[src/rtl/fcsr_pkg.sv]
package fcsr_pkg;
  localparam int WORD_W   = 32;
  localparam int REGNUM_W = 5;

  // field positions in the control word
  localparam int RM_LO    = 0;
  localparam int RM_W     = 2;
  localparam int FLAG_LO  = 2;
  localparam int FLAG_W   = 5;
  localparam int ENA_LO   = 7;
  localparam int CAUSE_LO = 12;
  localparam int CAUSE_W  = 6;
  localparam int CC0_BIT  = 23;
  localparam int FS_BIT   = 24;
  localparam int CCHI_LO  = 25;
  localparam int CCHI_W   = 7;
  localparam int CC_W     = CCHI_W + 1;

  localparam logic [WORD_W-1:0] RSVD_MASK = 32'h007C_0000;

  // cause bit order
  localparam int C_INEX  = 0;
  localparam int C_UNDER = 1;
  localparam int C_OVER  = 2;
  localparam int C_DIVZ  = 3;
  localparam int C_INV   = 4;
  localparam int C_UNIMP = 5;

  // register numbers
  localparam logic [REGNUM_W-1:0] REG_IMPL = 5'd0;
  localparam logic [REGNUM_W-1:0] REG_CC   = 5'd25;
  localparam logic [REGNUM_W-1:0] REG_EXC  = 5'd26;
  localparam logic [REGNUM_W-1:0] REG_ENA  = 5'd28;
  localparam logic [REGNUM_W-1:0] REG_FULL = 5'd31;

  typedef struct packed {
    logic selImpl;
    logic selCc;
    logic selExc;
    logic selEna;
    logic selFull;
    logic wrCc;
    logic wrExc;
    logic wrEna;
    logic wrFull;
    logic opUpd;
  } strobe_t;
endpackage

[src/rtl/fcsr_ctrl.sv]
module fcsr_ctrl
  import fcsr_pkg::*;
(
  input  logic [REGNUM_W-1:0] regNum,
  input  logic                wrEn,
  input  logic                opValid,
  output strobe_t             strobes
);
  always_comb begin
    strobes         = '0;
    strobes.selImpl = (regNum == REG_IMPL);
    strobes.selCc   = (regNum == REG_CC);
    strobes.selExc  = (regNum == REG_EXC);
    strobes.selEna  = (regNum == REG_ENA);
    strobes.selFull = (regNum == REG_FULL);
    strobes.wrCc    = wrEn && strobes.selCc;
    strobes.wrExc   = wrEn && strobes.selExc;
    strobes.wrEna   = wrEn && strobes.selEna;
    strobes.wrFull  = wrEn && strobes.selFull;
    strobes.opUpd   = opValid;
  end
endmodule

[src/rtl/fcsr_cause_map.sv]
module fcsr_cause_map
  import fcsr_pkg::*;
#(
  parameter int INV_KINDS = 8,
  localparam int STATUS_W = INV_KINDS + 5
) (
  input  logic [STATUS_W-1:0] opStatus,
  output logic [CAUSE_W-1:0]  newCause
);
  localparam int DIVZ_IDX  = INV_KINDS;
  localparam int OVER_IDX  = INV_KINDS + 1;
  localparam int UNDER_IDX = INV_KINDS + 2;
  localparam int INEX_IDX  = INV_KINDS + 3;
  localparam int UNIMP_IDX = INV_KINDS + 4;

  always_comb begin
    newCause          = '0;
    newCause[C_INV]   = |opStatus[INV_KINDS-1:0];
    newCause[C_DIVZ]  = opStatus[DIVZ_IDX];
    newCause[C_OVER]  = opStatus[OVER_IDX];
    newCause[C_UNDER] = opStatus[UNDER_IDX];
    newCause[C_INEX]  = opStatus[INEX_IDX];
    newCause[C_UNIMP] = opStatus[UNIMP_IDX];
  end
endmodule

[src/rtl/fcsr_dp.sv]
module fcsr_dp
  import fcsr_pkg::*;
#(
  parameter logic [WORD_W-1:0] IMPL_ID = 32'h8A31_0042
) (
  input  logic               clk,
  input  logic               rstN,
  input  strobe_t            strobes,
  input  logic [WORD_W-1:0]  wrData,
  input  logic [CAUSE_W-1:0] newCause,
  output logic [WORD_W-1:0]  rdWord,
  output logic               trapReq
);
  logic [WORD_W-1:0] ctlWord;
  logic [WORD_W-1:0] merged;
  logic [WORD_W-1:0] updated;
  logic              trapNext;

  // software write merge
  always_comb begin
    merged = ctlWord;
    if (strobes.wrFull) merged = wrData & ~RSVD_MASK;
    if (strobes.wrCc) begin
      merged[CC0_BIT]                 = wrData[0];
      merged[CCHI_LO +: CCHI_W]       = wrData[CC_W-1:1];
    end
    if (strobes.wrExc) begin
      merged[CAUSE_LO +: CAUSE_W]     = wrData[CAUSE_LO +: CAUSE_W];
      merged[FLAG_LO +: FLAG_W]       = wrData[FLAG_LO +: FLAG_W];
    end
    if (strobes.wrEna) begin
      merged[FS_BIT]                  = wrData[FLAG_LO];
      merged[ENA_LO +: FLAG_W]        = wrData[ENA_LO +: FLAG_W];
      merged[RM_LO +: RM_W]           = wrData[RM_LO +: RM_W];
    end
  end

  // operation update on top of the merged word
  always_comb begin
    updated  = merged;
    trapNext = 1'b0;
    if (strobes.opUpd) begin
      updated[CAUSE_LO +: CAUSE_W] = newCause;
      updated[FLAG_LO +: FLAG_W]   = merged[FLAG_LO +: FLAG_W] | newCause[FLAG_W-1:0];
      trapNext = (|(newCause[FLAG_W-1:0] & merged[ENA_LO +: FLAG_W])) || newCause[C_UNIMP];
    end
  end

  always_ff @(posedge clk) begin
    if (!rstN) begin
      ctlWord <= '0;
      trapReq <= 1'b0;
    end else begin
      ctlWord <= updated;
      trapReq <= trapNext;
    end
  end

  // read views
  always_comb begin
    rdWord = '0;
    if (strobes.selImpl) rdWord = IMPL_ID;
    if (strobes.selFull) rdWord = ctlWord & ~RSVD_MASK;
    if (strobes.selCc) begin
      rdWord[0]        = ctlWord[CC0_BIT];
      rdWord[CC_W-1:1] = ctlWord[CCHI_LO +: CCHI_W];
    end
    if (strobes.selExc) begin
      rdWord[CAUSE_LO +: CAUSE_W] = ctlWord[CAUSE_LO +: CAUSE_W];
      rdWord[FLAG_LO +: FLAG_W]   = ctlWord[FLAG_LO +: FLAG_W];
    end
    if (strobes.selEna) begin
      rdWord[ENA_LO +: FLAG_W] = ctlWord[ENA_LO +: FLAG_W];
      rdWord[RM_LO +: RM_W]    = ctlWord[RM_LO +: RM_W];
      rdWord[FLAG_LO]          = ctlWord[FS_BIT];
    end
  end
endmodule

[src/rtl/fcsr_file.sv]
module fcsr_file
  import fcsr_pkg::*;
#(
  parameter logic [31:0] IMPL_ID  = 32'h8A31_0042,
  parameter int INV_KINDS = 8,
  parameter int OUT_W     = 64,
  localparam int STATUS_W = INV_KINDS + 5,
  localparam int EXT_W    = OUT_W - WORD_W
) (
  input  logic                clk,
  input  logic                rstN,
  input  logic [4:0]          regNum,
  input  logic                wrEn,
  input  logic [31:0]         wrData,
  output logic [OUT_W-1:0]    rdData,
  input  logic                opValid,
  input  logic [STATUS_W-1:0] opStatus,
  output logic                trapReq
);
  strobe_t            strobes;
  logic [CAUSE_W-1:0] newCause;
  logic [WORD_W-1:0]  rdWord;

  fcsr_ctrl u_ctrl (
    .regNum (regNum),
    .wrEn   (wrEn),
    .opValid(opValid),
    .strobes(strobes)
  );

  fcsr_cause_map #(.INV_KINDS(INV_KINDS)) u_cause (
    .opStatus(opStatus),
    .newCause(newCause)
  );

  fcsr_dp #(.IMPL_ID(IMPL_ID)) u_dp (
    .clk     (clk),
    .rstN    (rstN),
    .strobes (strobes),
    .wrData  (wrData),
    .newCause(newCause),
    .rdWord  (rdWord),
    .trapReq (trapReq)
  );

  assign rdData = {{EXT_W{rdWord[WORD_W-1]}}, rdWord};
endmodule

[config.mk]
export PLATFORM = sky130hd
export DESIGN_NAME = fcsr_file
export DESIGN_NICKNAME = d
export VERILOG_FILES = /design/src/rtl/fcsr_pkg.sv /design/src/rtl/fcsr_ctrl.sv /design/src/rtl/fcsr_cause_map.sv /design/src/rtl/fcsr_dp.sv /design/src/rtl/fcsr_file.sv
export SDC_FILE = /design/constraint.sdc
export NUM_CORES = 1
export LEC_CHECK = 0
export BUFFER_PORTS_ARGS = -buffer_cell sky130_fd_sc_hd__buf_2
export CORE_AREA = 3 3 72 74
export DETAILED_ROUTE_END_ITERATION = 16
export DIE_AREA = 0 0 75 77
export GPL_TIMING_DRIVEN = 1
export PLACE_DENSITY = 0.8
export SYNTH_ARGS = -nofsm -noshare
export SYNTH_HDL_FRONTEND = slang
export SYNTH_SLANG_ARGS = --single-unit
[constraint.sdc]
create_clock -name clk -period 5.7 [get_ports clk]
set_input_delay 1.14 -clock clk [delete_from_list [all_inputs] [get_ports clk]]
set_output_delay 1.14 -clock clk [all_outputs]
set_load 0.03 [all_outputs]
# After elaboration in Yosys (flattened, before gate mapping)
# Index checks and enable logic that the tools add are counted.
[totals]
elab_cells = 40
regBits = 28
in_bits = 54
[classes]
n_bitwise = 2
reduce_logical = 12
muxes = 17
n_eq_ne = 4
[op_table]
columns = ["operator", "n"]
rows = [
  ["32-bit 2-to-1 mux", 3],
  ["5-bit 2-to-1 mux", 5],
  ["5-bit == test, second input constant", 4],
  ["6-bit 2-to-1 mux", 3],
  ["8-bit 2-to-1 mux", 1],
  ["8-bit OR reduction", 1],
  ["7-bit 2-to-1 mux", 1],
  ["5-bit bitwise AND", 1],
  ["5-bit logical NOT", 1],
  ["5-bit OR", 1],
  ["5-bit OR reduction", 1],
  ["1-bit logical AND", 4],
  ["2-bit nonzero test", 2],
  ["3-bit 2-to-1 mux", 1],
  ["3-bit nonzero test", 1],
  ["1-bit 2-to-1 mux", 2],
  ["2-bit 2-to-1 mux", 1],
  ["2-bit AND reduction", 1],
  ["1-bit logical OR", 1],
]

# Logic depth before layout (Yosys ltp)
# Gate-level depths: netlist of the first run.
[depth]
depth_word = 7
depth_mapped = 7

# By module
# A second synthesis of the first run with hierarchy kept.
[hier_totals]
cells_unflattened = 240
area_unflattened_um2 = 1950.6
[by_module_without_submodules]
columns = ["mod", "n_inst", "cells_each", "seq_area_each_um2", "area_each_um2"]
rows = [
  ["fcsr_dp", 1, 182, 560.5, 1562.7],
  ["fcsr_file", 1, 32, 0.0, 240.2],
  ["fcsr_ctrl", 1, 18, 0.0, 93.8],
  ["fcsr_cause_map", 1, 8, 0.0, 53.8],
]

# Worst setup path before layout of the first run
# No wires, ideal clock.
[synth_path]
kind = "input-to-output"
from = "input regNum[1]"
to = "output rdData[32]"
stages = 5
arrival_time_ps = 3496
t_required_ps = 4560
path_slack_ps = 1064
cell_sequence = "buf_2 or4_1 nor2_1 a21o_1 buf_4"
[synth_via]
elab_chain_cells = 3
elab_cells_between_ends = 4
[synth_lines]
columns = ["item", "line_no", "source"]
rows = [
  ["start, declared", "fcsr_file.sv:12", "input logic [4:0] regNum,"],
  ["5-bit logical NOT", "fcsr_ctrl.sv:11", "strobes.selImpl = (regNum == REG_IMPL);"],
  ["32-bit 2-to-1 mux", "fcsr_dp.sv:62", "if (strobes.selImpl) rdWord = IMPL_ID;"],
  ["32-bit 2-to-1 mux *", "fcsr_dp.sv:63", "if (strobes.selFull) rdWord = ctlWord & ~RSVD_MASK;"],
  ["end, declared", "fcsr_file.sv:15", "output logic [OUT_W-1:0] rdData,"],
]
# Every way passes the cells marked *; elsewhere a longest branch is shown, timed or not.

# Worst setup path in the final report of the first run
[layout_path]
from = "input regNum[1]"
to = "output rdData[60]"
# The elaborated chain is that of the path after synthesis.

==> results.tsv, run 1 <==
metric	value	unit
Lkg Pwr	1.23	nW
Max Cap Viol	0	
CTS clk-pin slew, worst paths	100	ps
relative slew slack	0.533	
wire per inst	14.6	um
largest net degree at the start of global routing	34	
first-pass GRT wire length	7.73	mm
WL final	5.00	mm
Post-CTS Setup Repair Bufs	0	
TritonRoute pass-1 iters	4	
commonest non-fill, non-tap cells in the layout	buf_2 (110), dfxtp_1 (28), nor2_1 (18)	
syn avg cell area	8.36	sq um
n_diodes	0	
crit path time final	3920	ps
nets	344	
Cells after Synth	220	
Clock Sinks	28	
power density cells	202	mW/mm^2
Post-Layout Cell Count	343	
Clock Tree Buf Depth	2	
initial core utilization	0.395	
overall power	0.445	mW
Fin. Hold Viols	0	
Tot GR Track Use	0.167	
Site Rows	25	
worst-path fanout max	33	
unrepaired setup endpoints after global routing	false	
Startpoint Class	primary input	
worst IR drop on VDD	0.109	mV
Die Area	0.00578	sq mm
die height	77	um
Overflow after GRT	0	
Vias per Instance	5.06	
number of gates resized after cts	0	
worst hold path class	reg2reg	
clock skew	1.73	ps
setup violators final	0	
Core ar.	0.00466	sq mm
Slowest-stage cell, CP	a21o_1	
later-pin clock latency in the skew report	280	ps
port bufs	110	
Worst setup EP type	primary output	
fin crit share	0.688	
post-placement cell count	339	
worst path cell trace	buf_2 > or4_1 > nor2_1 > a21o_1 > buf_2	
initial antenna violation count	0	
post-synthesis sequential area ratio	0.305	
max frequency	255	MHz
layout cell share with drive strength beyond 1	0.433	
max incr delay on CP	510	ps
Die X	75	um
vias in the first global route	1633	
dpl hpwl	3.88	mm
vias after detailed routing	1736	
GP Congestion	0.778	
leading cell type in the layout, fill and taps excluded	buf_2	
CTS Root Cell	clkbuf_8	
critical path's most frequent cell	buf_2	
CP required	4560	ps
WP buf/inv	2	
Setup CP Type	in2out	
CTS tree	done	
Synth Register Bits	28	
Setup TNS	0	ps
WHS	468	ps
I/O pins	119	
drt drc	0	
CTS buffer count	3	
Cell Area, Synth	0.00184	sq mm
cts-stage hold buffer count	0	
Routed Antenna Nets	0	
Worst path top cell family by delay	simple AND/OR/NAND/NOR gates	
Area Growth Syn to Fin	20.0	%
Slew Viols, Final	0	
status	finished, final reports clean	
Synth cell types	42	
R2R Setup Slk	4750	ps
synth warn	0	
DRT iter0 DRCs	98	
Slew @ Worst Pin	700	ps
critical path arrival	2780	ps
CTS H-Tree Depth	1	
==> sequential cells by signal, summed over array words and instances, names as in the netlist <==
signal and cells:
u_dp.ctlWord 27, u_dp.trapReq 1
==> cells in the mapped netlist <==
master	instances	area [sq um]
buf_4	39	293
dfxtp_1	28	561
nor2_1	18	67.6
and2_1	14	87.6
mux2i_1	14	140
nand2_1	13	48.8
a21oi_1	11	55.1
nand3_1	9	45.0
inv_1	7	26.3
o21ai_0	6	30.0
a22o_1	5	43.8
a311oi_1	5	43.8
clkbuf_1	5	18.8
a21o_1	4	30.0
o22ai_1	4	25.0
or4_1	3	22.5
a211oi_1	2	15.0
a211oi_2	2	25.0
a221o_1	2	20.0
and3_1	2	12.5
buf_2	2	10.0
nand2_2	2	12.5
nand2b_1	2	12.5
o22a_1	2	17.5
xor2_1	2	17.5
a21boi_2	1	11.3
a221oi_1	1	8.76
a222oi_1	1	10.0
a31oi_1	1	6.26
and2_0	1	6.26
buf_1	1	3.75
buf_6	1	11.3
clkinv_1	1	3.75
conb_1	1	3.75
mux2_4	1	15.0
nand3b_1	1	7.51
nor3_1	1	5.00
nor3_4	1	16.3
nor3b_4	1	18.8
o211a_1	1	10.0
o21ba_2	1	10.0
or3_4	1	11.3
==> worst paths after layout <==
check | start | to | cells past startpoint
setup / recovery | regNum[1] | rdData[60] | 5
hold / removal | u_dp.ctlWord[0] | u_dp.ctlWord[0] | 2
setup reg to reg | u_dp.ctlWord[7] | u_dp.trapReq | 3
hold reg to reg | u_dp.ctlWord[0] | u_dp.ctlWord[0] | 2
==> cell type report <==
| type | instances | area (sq um) |
|---|---|---|
| multi-input combinational | 138 | 920 |
| fill | 481 | 2450 |
| clock buffer | 3 | 41.3 |
| tap | 54 | 67.6 |
| timing repair buffer | 111 | 558 |
| clock inverter | 1 | 30.0 |
| sequential | 28 | 561 |
| inverter | 8 | 30.0 |
==> worst reg2reg max path, cell delays in order, from the launching register on <==
cell     delay [ps]
dfxtp_1         330
mux2i_1         270
o22a_1          180
a31oi_1          70
==> routing by layer <==
layer	global-route usage	wire [um]
met1	0.211	2170
met2	0.287	2360
met3	0.0354	440
met4	0.0302	18
met5	0	0
==> metrics by stage <==
step | instance area (sq um) | utilization | setup WS (ps)
after floorplan | 1850 | - | 1060
after global placement | 2140 | 0.458 | 1810
after detailed placement | 2140 | 0.458 | 1750
after CTS | 2210 | 0.474 | 1750
after global routing | 2210 | 0.474 | 1570
final | 2210 | 0.474 | 1780
==> where the power goes <==
group	internal, mW	switching (mW)	total (mW)
Sequential	0.204	0.00430	0.208
Combinational	0.0302	0.0495	0.0797
Clock	0.0941	0.0635	0.158
==> kinds of logic (layout without fill, tap and decap cells) <==
logic type             after synthesis  count (layout)  share of synthesized area
AO/OA/AOI/OAI                       49              49                      0.197
XOR/XNOR                             2               2                    0.00953
buffers and inverters               56             123                      0.199
flip-flops                          28              28                      0.305
multiplexers                        15              15                     0.0843
other                                1               3                    0.00204
AND/OR/NAND/NOR                     69              69                      0.203
(Power assumes the default switching activity.)
==> run 2: changes to the inputs <==
- ABC_AREA: default -> 1
- CORE_AREA: 3 3 72 74 -> 3 3 73 75
- DIE_AREA: 0 0 75 77 -> 0 0 76 78
- PLACE_DENSITY: 0.8 -> 0.79
- clock period: 5.7 -> 3.8 ns (I/O delays scaled with it)
==> run 2 against run 1 <==
Compared with the run above:
- total power up 50%
- combinational power is 49% higher
- count of clock-buffer cells in the layout unchanged
- worst hold slack better by 17 ps
- flip-flop and latch count unchanged
- first-iteration DRC count down 30%
- sequential power is 49% higher
- non-clock buffer count shrank 1
- setup slack got worse by 1000 ps
- largest cell class unchanged
- largest power group unchanged
==> results.tsv, run 2 <==
metric	value	unit	change
post-placement cell count	434		was 339
Startpoint Class	primary input		unchanged
Die X	76	um	was 75 um
Post-Layout Cell Count	438		was 343
number of gates resized after cts	0		unchanged
nets	426		was 344
commonest non-fill, non-tap cells in the layout	buf_2 (110), nand2_1 (56), inv_1 (45)		was buf_2 (110), dfxtp_1 (28), nor2_1 (18)
cts-stage hold buffer count	0		unchanged
I/O pins	119		unchanged
CP required	3040	ps	was 4560 ps
later-pin clock latency in the skew report	280	ps	about the same
Slowest-stage cell, CP	o21ai_2		was a21o_1
Critical Path Source	regNum[4]		was regNum[1]
Tot GR Track Use	0.175		was 0.167
cells on worst reg2reg path	6		was 3
largest net degree at the start of global routing	34		unchanged
layout cell share with drive strength beyond 1	0.348		was 0.433
slack of the critical path	754	ps	was 1780 ps
Top Registers	u_dp.ctlWord: 27 flops, u_dp.trapReq: 1 flops		unchanged
power density cells	290	mW/mm^2	was 202 mW/mm^2
leading cell type in the layout, fill and taps excluded	buf_2		unchanged
post-synth top area cell	dfxtp_1		unchanged
CTS clk-pin slew, worst paths	100	ps	about the same
Post-CTS Setup Repair Bufs	0		unchanged
status	finished, final reports clean		unchanged
FF/Latch Area	561	sq um	unchanged
Lkg Pwr	1.26	nW	was 1.23 nW
Main synth FF type	dfxtp_1		unchanged
R2R Setup Slk	2900	ps	was 4750 ps
dpl hpwl	4.25	mm	was 3.88 mm
Slew @ Worst Pin	804	ps	was 700 ps
Vias per Instance	4.72		was 5.06
drt drc	0		unchanged
relative slew slack	0.464		was 0.533
initial antenna violation count	0		unchanged
Synth cell types	27		was 42
Core ar.	0.00472	sq mm	was 0.00466 sq mm
worst-path fanout max	33		unchanged
Post-synth EDFFs	0		unchanged
max incr delay on CP	650	ps	was 510 ps
hold_sp	u_dp.ctlWord[23]		was u_dp.ctlWord[0]
Site Rows	25		unchanged
setup slack at placement	717	ps	was 1750 ps
Cells after Synth	296		was 220
TritonRoute pass-1 iters	4		unchanged
DRT iter0 DRCs	69		was 98
Yosys top cell area share	0.298		was 0.305
port bufs	110		unchanged
Fin. Hold Viols	0		unchanged
setup violators final	0		unchanged
Cell Area, Synth	0.00188	sq mm	was 0.00184 sq mm
critical path arrival	2290	ps	was 2780 ps
CTS Root Cell	clkbuf_8		unchanged
RR Endpoint	u_dp.trapReq		unchanged
Worst setup EP type	primary output		unchanged
worst r2r src	u_dp.ctlWord[10]		was u_dp.ctlWord[7]
n_diodes	0		unchanged
Async SR Flop Fraction	0		unchanged
vias after detailed routing	2068		was 1736
Synth area leaders	dfxtp_1 (30%), buf_4 (14%), nand2_1 (11%), inv_1 (9.0%), nor2_1 (8.0%)		was dfxtp_1 (30%), buf_4 (16%), mux2i_1 (7.6%), and2_1 (4.8%), nor2_1 (3.7%)
critical path's most frequent cell	buf_2		unchanged
worst hold path class	reg2reg		unchanged
WL final	5.29	mm	was 5.00 mm
register name with the most flops	u_dp.ctlWord		unchanged
fin crit share	0.802		
WHS	485	ps	was 468 ps
vias in the first global route	1870		was 1633
Synth Register Bits	28		unchanged
Area Growth Syn to Fin	22.7	%	was 20.0%
crit path time final	3050	ps	
die height	78	um	was 77 um
GP Congestion	0.833		was 0.778
first-pass GRT wire length	8.51	mm	was 7.73 mm
synth cell count leaders	nand2_1 (56), inv_1 (45), nor2_1 (40)		was buf_4 (39), dfxtp_1 (28), nor2_1 (18)
Setup TNS	0	ps	unchanged
worst path cell trace	buf_2 > nand3_2 > nor2_4 > inv_2 > o21ai_2 > buf_2		was buf_2 > or4_1 > nor2_1 > a21o_1 > buf_2
Die Area	0.00593	sq mm	was 0.00578 sq mm
multi-input logic area	860	sq um	was 920 sq um
post-synthesis sequential area ratio	0.298		was 0.305
initial core utilization	0.398		was 0.395
Overflow after GRT	0		unchanged
Layout fillers	506		was 481
CTS buffer count	3		unchanged
Max Cap Viol	0		unchanged
worst IR drop on VDD	0.164	mV	was 0.109 mV
synth warn	0		unchanged
clock skew	2.40	ps	was 1.73 ps
Clock Sinks	28		unchanged
final core occ	0.488		was 0.474
count leader, synth	nand2_1		was buf_4
max frequency	328	MHz	
CTS H-Tree Depth	1		unchanged
Routed Antenna Nets	0		unchanged
Clock Tree Buf Depth	2		unchanged
Setup CP Type	in2out		unchanged
wire per inst	12.1	um	was 14.6 um
Slew Viols, Final	0		unchanged
Worst Hold End	u_dp.ctlWord[23]		was u_dp.ctlWord[0]
syn avg cell area	6.35	sq um	was 8.36 sq um
max reg flops	27		unchanged
hold path cells	2		unchanged
unrepaired setup endpoints after global routing	false		unchanged
CTS tree	done		unchanged
## run 2: layout make-up
cell class | instances | share of cell area
Tap cell | 67 | 0.0364
Timing Repair Buffer | 110 | 0.239
Inverter | 48 | 0.0781
Multi-Input combinational cell | 181 | 0.373
Clock inverter | 1 | 0.0130
Clock buffer | 3 | 0.0179
Sequential cell | 28 | 0.243
## run 2: power breakdown
part	internal (mW)	switching, mW
sequential	0.305	0.00519
clock	0.141	0.0985
combinational	0.0402	0.0785
total	0.486	0.182
## run 2: critical path, delay by kind of cell
kind / cells / cell delay [ps]
buf+inv: 3 / 600
simple gates: 2 / 270
compound gates: 1 / 650
## run 2: worst max path at each step
stage | end | slack [ps] | cells after the start
after floorplan | rdData[32] | 450 | 6
after global placement | rdData[50] | 800 | 6
after detailed placement | rdData[31] | 720 | 6
after CTS | rdData[31] | 720 | 6
after global routing | rdData[49] | 460 | 6
final | rdData[31] | 750 | 6
## run 2: cell families (layout without fill, tap and decap cells)
| kind of cell | Yosys count | after routing | share of synthesized area |
|---|---|---|---|
| buffers and inverters | 89 | 162 | 0.254 |
| AO/OA/AOI/OAI | 43 | 43 | 0.129 |
| AND/OR/NAND/NOR | 135 | 135 | 0.317 |
| other | 1 | 3 | 0.00200 |
| flip-flops | 28 | 28 | 0.298 |
## run 2: routing by layer
layer / GRT usage / vias up / routed length [um]
li1: - / 1041 / -
met1: 0.218 / 910 / 2330
met2: 0.303 / 107 / 2420
met3: 0.0244 / 10 / 433
met4: 0.0725 / 0 / 115
met5: 0 / - / 0
## run 2: through the flow
step / total power [mW] / instance area, sq um
3_3_place_gp: 0.433 / 2230
4_1_cts: 0.669 / 2310
5_1_grt: 0.697 / 2310
2_1_floorplan: 0.396 / 1900
3_5_place_dp: 0.435 / 2230
6_report: 0.668 / 2310
==> run 3: changes to the inputs <==
- CORE_AREA: 3 3 73 75 -> 3 3 74 76
- DIE_AREA: 0 0 76 78 -> 0 0 77 79
- PLACE_DENSITY: 0.79 -> 0.8
- clock period: 3.8 -> 2.8 ns (I/O delays scaled with it)
==> run 3 against run 2 <==
Compared with the run above:
- setup slack got worse by 360 ps
- worst hold slack gained 17 ps
- non-clock buffer count is 2 higher
- clock power is 9.2% higher
- register-to-register slack worse by 1000 ps
- flip-flop and latch count unchanged
- critical endpoint is now rdData[14]
==> results.tsv, run 3 (same netlist as run 2, synthesis figures left out) <==
metric	value	unit	change
worst IR drop on VDD	0.209	mV	was 0.164 mV
register name with the most flops	u_dp.ctlWord		unchanged
drt drc	0		unchanged
WHS	503	ps	was 485 ps
CTS buffer count	3		unchanged
commonest non-fill, non-tap cells in the layout	buf_2 (110), nand2_1 (56), inv_1 (45)		unchanged
vias in the first global route	2002		was 1870
vias after detailed routing	2157		was 2068
Post-CTS Setup Repair Bufs	0		unchanged
Startpoint Class	primary input		unchanged
critical path arrival	1850	ps	was 2290 ps
CTS clk-pin slew, worst paths	100	ps	about the same
layout cell share with drive strength beyond 1	0.351		was 0.348
CTS tree	done		unchanged
Clock Tree Buf Depth	2		unchanged
max frequency	416	MHz	
clock skew	0.659	ps	was 2.40 ps
Fin. Hold Viols	0		unchanged
Vias per Instance	4.90		was 4.72
initial core utilization	0.393		was 0.398
Overflow after GRT	0		unchanged
Setup CP Type	in2out		unchanged
unrepaired setup endpoints after global routing	false		unchanged
Lkg Pwr	1.27	nW	was 1.26 nW
Setup TNS	0	ps	unchanged
Max Cap Viol	0		unchanged
die height	79	um	was 78 um
Area Growth Syn to Fin	23.5	%	was 22.7%
worst hold path class	reg2reg		unchanged
initial antenna violation count	0		unchanged
Core ar.	0.00479	sq mm	was 0.00472 sq mm
post-placement cell count	436		was 434
I/O pins	119		unchanged
wire per inst	12.6	um	was 12.1 um
later-pin clock latency in the skew report	280	ps	about the same
GP Congestion	0.830		was 0.833
leading cell type in the layout, fill and taps excluded	buf_2		unchanged
power density cells	365	mW/mm^2	was 290 mW/mm^2
TritonRoute pass-1 iters	4		unchanged
overall power	0.847	mW	was 0.668 mW
CTS Root Cell	clkbuf_8		unchanged
Slew @ Worst Pin	713	ps	was 804 ps
nets	428		was 426
Site Rows	25		unchanged
relative slew slack	0.524		was 0.464
setup violators final	0		unchanged
CTS H-Tree Depth	1		unchanged
n_diodes	0		unchanged
largest net degree at the start of global routing	34		unchanged
Top Registers	u_dp.ctlWord: 27 flops, u_dp.trapReq: 1 flops		unchanged
worst-path fanout max	9		was 33
Routed Antenna Nets	0		unchanged
first-pass GRT wire length	8.78	mm	was 8.51 mm
Die X	77	um	was 76 um
Slew Viols, Final	0		unchanged
Worst setup EP type	primary output		unchanged
fin crit share	0.859		
crit path time final	2410	ps	
max reg flops	27		unchanged
DRT iter0 DRCs	108		was 69
Post-Layout Cell Count	440		was 438
status	finished, final reports clean		unchanged
dpl hpwl	4.39	mm	was 4.25 mm
Clock Sinks	28		unchanged
port bufs	110		unchanged
Tot GR Track Use	0.176		was 0.175
WL final	5.56	mm	was 5.29 mm
Die Area	0.00608	sq mm	was 0.00593 sq mm
CP required	2240	ps	was 3040 ps
## run 3: cell count changes in the layout (fill, tap and decap cells not counted), sizes merged
cell    previous run  this run
bufinv             1         0
clkbuf             3         4
buf              110       112
## run 3: per-stage QoR
step	setup WS, ps	util	instance area, sq um
2_1_floorplan	101	-	1910
3_3_place_gp	265	0.472	2260
3_5_place_dp	190	0.472	2260
4_1_cts	190	0.483	2310
5_1_grt	205	0.485	2320
6_report	395	0.485	2320
## run 3: where the power goes
part	total (mW)	internal (mW)	switching (mW)
sequential	0.421	0.414	0.00735
clock	0.262	0.126	0.136
combinational	0.164	0.0556	0.109
total	0.847	0.596	0.252
## run 3: area by class of cell
class	instances	area, sq um
fill	498	2460
tap	67	83.8
sequential	28	561
clock buffer	4	55.1
timing repair buffer	112	566
inverter	48	180
multi-input combinational	181	876
## run 3: critical path, stage by stage
cell,delay (ps)
buf_2,150
nand3_2,140
nor2_4,140
inv_2,60
buf_4,180
nand2_4,150
inv_1,120
nor2_1,130
buf_2,220
## run 3: routing by layer
metal | vias to the layer above | track usage | routed length (um)
met4 | 0 | 0.0730 | 107
met5 | - | 0 | 0
li1 | 1049 | - | -
met2 | 131 | 0.318 | 2680
met1 | 963 | 0.210 | 2270
met3 | 14 | 0.0249 | 501
## run 3: timing repair
item | 4_1_cts | 5_1_grt
setup endpoints to repair | 0 | 11
hold buffers | 0 | 0
endpoints found under the hold margin | 0 | 0
resized for setup | 0 | 1
## run 3: final timing paths
kind / slack (ps) / end / cells after the start / start
worst min-delay path: 500 / u_dp.ctlWord[3] / 2 / u_dp.ctlWord[3]
worst max register to register: 1900 / u_dp.trapReq / 6 / u_dp.ctlWord[7]
worst max-delay path: 390 / rdData[14] / 9 / regNum[4]
worst min register to register: 500 / u_dp.ctlWord[3] / 2 / u_dp.ctlWord[3]
